===== src/rtl/rcs_pkg.sv =====
package rcs_pkg;
  localparam int unsigned N_SRC    = 4;
  localparam int unsigned N_CAUSE  = N_SRC + 1;
  localparam int unsigned DATA_W   = 32;
  localparam int unsigned HOLD_CYC = 4;

  // value loaded while power-on is active: power-on and pin causes set
  function automatic logic [N_CAUSE-1:0] por_preset();
    logic [N_CAUSE-1:0] v;
    v = '0;
    v[0] = 1'b1;
    v[1] = 1'b1;
    return v;
  endfunction

  // one status bit: a set has priority over a write-one clear
  function automatic logic cause_bit_next(input logic cur, input logic set,
                                          input logic clr);
    return set | (cur & ~clr);
  endfunction

  // map request lines onto status positions (bit 0 is never set by requests)
  function automatic logic [N_CAUSE-1:0] req_to_set(input logic [N_SRC-1:0] req);
    return {req, 1'b0};
  endfunction
endpackage


===== src/rtl/rcs_cause_bits.sv =====
module rcs_cause_bits
  import rcs_pkg::*;
(
  input  logic               clk,
  input  logic               por_i,
  input  logic [N_CAUSE-1:0] set_i,
  input  logic [N_CAUSE-1:0] clr_i,
  output logic [N_CAUSE-1:0] q_o
);
  localparam logic [N_CAUSE-1:0] PRESET = por_preset();

  for (genvar b = 0; b < N_CAUSE; b++) begin : g_bit
    always_ff @(posedge clk) begin
      if (por_i) q_o[b] <= PRESET[b];
      else       q_o[b] <= cause_bit_next(q_o[b], set_i[b], clr_i[b]);
    end
  end
endmodule


===== src/rtl/rcs_rst_stretch.sv =====
module rcs_rst_stretch #(
  parameter int unsigned HOLD_CYC = 4,
  localparam int unsigned CNT_W = $clog2(HOLD_CYC + 1)
) (
  input  logic clk,
  input  logic req_i,
  output logic rst_o
);
  localparam logic [CNT_W-1:0] HOLD_VAL = CNT_W'(HOLD_CYC);

  logic [CNT_W-1:0] hold_q;
  logic             hold_live;

  always_ff @(posedge clk) begin
    if (req_i)          hold_q <= HOLD_VAL;
    else if (hold_live) hold_q <= hold_q - 1'b1;
  end

  assign hold_live = (hold_q != '0);
  assign rst_o     = req_i | hold_live;
endmodule


===== src/rtl/rst_cause_reg.sv =====
module rst_cause_reg
  import rcs_pkg::*;
(
  input  logic               clk,
  input  logic               por_i,
  input  logic [N_SRC-1:0]   src_req_i,
  input  logic               wr_en_i,
  input  logic [N_CAUSE-1:0] wr_data_i,
  output logic [DATA_W-1:0]  status_o,
  output logic               rst_o
);
  logic [N_CAUSE-1:0] set_vec;
  logic [N_CAUSE-1:0] clr_vec;
  logic [N_CAUSE-1:0] cause_q;
  logic               any_req;

  assign set_vec = req_to_set(src_req_i);
  assign clr_vec = wr_en_i ? wr_data_i : '0;
  assign any_req = por_i | (|src_req_i);

  rcs_cause_bits u_bits (
    .clk   (clk),
    .por_i (por_i),
    .set_i (set_vec),
    .clr_i (clr_vec),
    .q_o   (cause_q)
  );

  rcs_rst_stretch #(.HOLD_CYC(HOLD_CYC)) u_stretch (
    .clk   (clk),
    .req_i (any_req),
    .rst_o (rst_o)
  );

  assign status_o = {{(DATA_W-N_CAUSE){1'b0}}, cause_q};
endmodule


===== config.mk =====
export PLATFORM = sky130hd
export DESIGN_NAME = rst_cause_reg
export DESIGN_NICKNAME = d
export VERILOG_FILES = /design/src/rtl/rcs_pkg.sv /design/src/rtl/rcs_cause_bits.sv /design/src/rtl/rcs_rst_stretch.sv /design/src/rtl/rst_cause_reg.sv
export SDC_FILE = /design/constraint.sdc
export NUM_CORES = 1
export LEC_CHECK = 0
export BUFFER_PORTS_ARGS = -buffer_cell sky130_fd_sc_hd__clkbuf_2
export CAP_MARGIN = 20
export CORE_UTILIZATION = 38
export DETAILED_ROUTE_END_ITERATION = 7
export PLACE_DENSITY = 0.83
export SLEW_MARGIN = 20
export SYNTH_ARGS = -nofsm -noshare
export SYNTH_HDL_FRONTEND = slang
export SYNTH_HIERARCHICAL = 1
export SYNTH_SLANG_ARGS = --single-unit

===== constraint.sdc =====
create_clock -name clk -period 1.46 [get_ports clk]
set_input_delay 0.219 -clock clk [delete_from_list [all_inputs] [get_ports clk]]
set_output_delay 0.219 -clock clk [all_outputs]
set_load 0.05 [all_outputs]

Yosys cells after proc, flatten, opt, wreduce, memory -nomap -nowiden. Cells that the tools add are included. Widths: inputs -> output; s select.

Add/sub/neg operators: 1. Mux-type cells: 1. Bitwise logic cells: 16. Reduce and logical (&&, ||, !) cells: 2.

Operators with widths (count): $or 1x1->1 (6); $and 1x1->1 (5); $mux 5 (1); $not 1->1 (5); $reduce_or 4->1 (1); $reduce_bool 3->1 (1); $sub 3x1->3 const B (1).

Register bits after elaboration: 8. Input port bits: 12. Output and inout bits: 33. Word-level logic and storage cells: 26.

Logic depth before layout (Yosys ltp).
Depth after elaboration: 4. Mapped depth: 4. Mapped depth without buffers: 4.

Cells and area by module. The synthesis kept the hierarchy.

By module, submodules not included: rst_cause_reg (instances 1, cells each 36, area each 250.2 µm², seq. area each 0.0 µm²); rcs_rst_stretch (instances 1, cells each 17, area each 171.4 µm², seq. area each 60.1 µm²); rcs_cause_bits (instances 1, cells each 20, area each 170.2 µm², seq. area each 100.1 µm²).

Worst setup path after synthesis. Ideal clock, no wire load.

Path kind: reg2out. Start: register u_stretch.hold_q[0]. End: output port rst_o. Arrival time: 1115 ps. Required time: 1241 ps. Path slack: 126 ps. Cell stages (with the launch flop): 5. Path buffers: 0. Cells stage by stage: dfxtp_1 -> inv_1 -> ha_1 -> nor2b_2 -> nand2b_1.

Cells in the longest elaborated chain, start to end: 2.

RTL lines: from (decl) (RTL line rcs_rst_stretch.sv:11) `logic [CNT_W-1:0] hold_q;`; from (signal assigned) (RTL line rcs_rst_stretch.sv:16) `else if (hold_live) hold_q <= hold_q - 1'b1;`; $reduce_bool 3->1 (RTL line rcs_rst_stretch.sv:19) `assign hold_live = (hold_q != '0);`; $or 1x1->1 (RTL line rcs_rst_stretch.sv:20) `assign rst_o = req_i | hold_live;`; to (decl) (RTL line rst_cause_reg.sv:10) `output logic rst_o`.

Every way passes these cells.

Final worst setup path. Same ends and word-level chain as after synthesis.

==> results.ini <==
[setup_path]
cp-start-kind = flop
endpoint_kind = primary output
crit_path_cell_trace = inv_2 > ha_4 > nor2b_4 > nand2b_1 > buf_8
cp_data_required_time_ns = 1.24
cpPeakStageDelay_ns = 0.34
arrival_ns = 1.17
crit_fanout = 3
critical_path_class = reg -> out
critPathSlowestCell = dfxtp_2

[clock_network]
clock_latency_ns = 0.25
htreeDepth = 1
cts_tree = yes
cts_root_buf = clkbuf_4
cts_sinks = 8
cts.reportedPaths.clkPinSlew_ns = 0.05
cts_made_buffers = 3
cts_buffer_depth = 2

[sta]
finalCriticalPeriod_ns = 1.39
finClkSkew_ns = 0.000675
period_share = 0.950
finalHoldViolations = 0
setup_viol = 0
tns_ns = 0
grt_setup_unrepaired = no
final-max-slew-violation-count = 0
max_freq_mhz = 721

[power]
p_sw_w = 0.000274
p_clk_frac = 0.258
pwr_density_cell_nw_per_um2 = 938
p_comb_frac = 0.370
internal-power_w = 0.000354
p_leak_nw = 0.384
p_sw_frac = 0.436
seqPwrFrac = 0.372
max-vdd-ir-drop_uv = 396

[floorplanning]
dieHeight_um = 41.5
core_area_um2 = 1370
die-area_um2 = 1720
rows = 13
io_pins = 45
start_util = 0.433
die_w_um = 41.5

[drt]
drc = 0
routed_wl_um = 867
firstDrtPassIters = 3
antenna_left = 0
via_count = 424
wl_per_cell_um = 7.81
vias_per_cell = 3.82
drtIter0Drc = 2

[layout]
drive_gt1_frac = 0.313
nets = 112
final_cell_mix = conb_1, clkbuf_2, inv_1, dfxtp_1, and2_1
final_common_cell = conb_1
final_area_um2 = 669
antennaDiodeCount = 0
n_fill_cell = 140
synthToLayoutAreaGrowth_pct = 13.1
instances_no_fill = 111

[synth]
syn_avg_cell_area_um2 = 8.11
ys_warn_count = 6
synth.cell_area_um2 = 592
ys_seq_area_frac = 0.271
syn_inst = 73
synth_cell_types = 19
synth_seq_cells = 8

[global_routing]
antenna_found_initial = 0
grt_pass1_vias = 326
grt_pass1_wl_um = 1350
grt_remaining_overflow = 0
grt_max_degree = 7
grtUsageTotal = 0.107

[job]
drv_cap = 0

[placement]
dp.cells = 105
place.gp.congestion = 0.683
dpl.hpwl_um = 688
portBuffers = 17
placement.cell_area_um2 = 594

[status]
status = completed

[min_path]
hp-class = in -> reg

==> critical path, delay by kind of cell, from the launching register on <==
kind	cells	cell delay (ns)
flops	1	0.34
simple gates	2	0.22
buf+inv	2	0.20
fa+ha+maj	1	0.15
==> power groups by stage <==
stage          registers, W  logic, W  clock network, W
2_1_floorplan      0.000264  0.000229                 0
3_3_place_gp       0.000237  0.000226                 0
3_5_place_dp       0.000237  0.000227                 0
4_1_cts            0.000233  0.000229          0.000173
5_1_grt            0.000234  0.000243          0.000191
6_report           0.000233  0.000232          0.000162
==> registers in the layout, summed over array words and instances, names as in the netlist <==
name              count
u_stretch/hold_q      3
u_bits/q_o            5
==> repair_timing <==
item | 4_1_cts | 5_1_grt
resized for setup | 5 | 5
hold buffers | 0 | 0
cloned | 0 | 0
pin swaps | 0 | 1
buffers inserted | 1 | 2
setup endpoints to repair | 1 | 1
==> worst paths after layout <==
check	startpoint	endpoint	slack, ns	cells past startpoint
worst min-delay path	src_req_i[0]	u_bits/q_o[1]	0.19	3
worst min register to register	u_bits/q_o[1]	u_bits/q_o[1]	0.47	2
worst max register to register	u_stretch/hold_q[0]	u_stretch/hold_q[0]	0.13	6
worst max-delay path	u_stretch/hold_q[0]	rst_o	0.07	5
==> cell families (layout without fill, tap and decap cells) <==
| group | after synthesis | after routing | share of synthesized area |
|---|---|---|---|
| buffers and inverters | 35 | 31 | 0.393 |
| other | 1 | 28 | 0.00634 |
| muxes | 1 | 1 | 0.0254 |
| AOI/OAI and AO/OA | 7 | 7 | 0.0698 |
| DFF | 8 | 8 | 0.271 |
| adders and majority gates | 2 | 2 | 0.0423 |
| and+or+nand+nor | 19 | 19 | 0.192 |
==> routing by layer <==
layer,routed length [µm],global-route usage
met5,0,0
met4,11,0.0581
met3,91,0.0652
met2,434,0.150
met1,329,0.125
==> cells in the mapped netlist <==
cell type / n / area, µm²
dfxtp_1: 8 / 160
and2_1: 5 / 31.3
nor2b_2: 1 / 8.76
nand2_1: 1 / 3.75
nor2b_1: 1 / 6.26
mux2_4: 1 / 15.0
nor3_1: 1 / 5.00
nand4bb_1: 1 / 11.3
a21oi_1: 3 / 15.0
buf_4: 27 / 203
o31ai_1: 1 / 7.51
ha_1: 2 / 25.0
a211o_1: 1 / 8.76
nor3b_1: 1 / 7.51
nand2b_1: 4 / 25.0
o21ai_0: 2 / 10.0
nor2_1: 4 / 15.0
conb_1: 1 / 3.75
inv_1: 8 / 30.0
==> metrics by stage <==
step	total power, W	util	hold WS [ns]	setup slack (ns)
floorplan	0.000493	-	0.288	0.126
global placement	0.000463	0.435	0.452	0.159
detailed placement	0.000464	0.435	0.446	0.114
CTS	0.000635	0.470	0.186	0.0112
global route	0.000668	0.490	0.184	0.00736
finish	0.000628	0.490	0.194	0.0726
==> cell type report <==
cell class	count	area, µm²	share of cell area
Clock buffer	3	22.5	0.0336
Sequential cell	8	163	0.243
Tap cell	15	18.8	0.0280
Inverter	8	30.0	0.0449
Multi-Input combinational cell	57	318	0.475
Timing Repair Buffer	20	118	0.176
No activity file was read; power rests on OpenSTA's default activity.
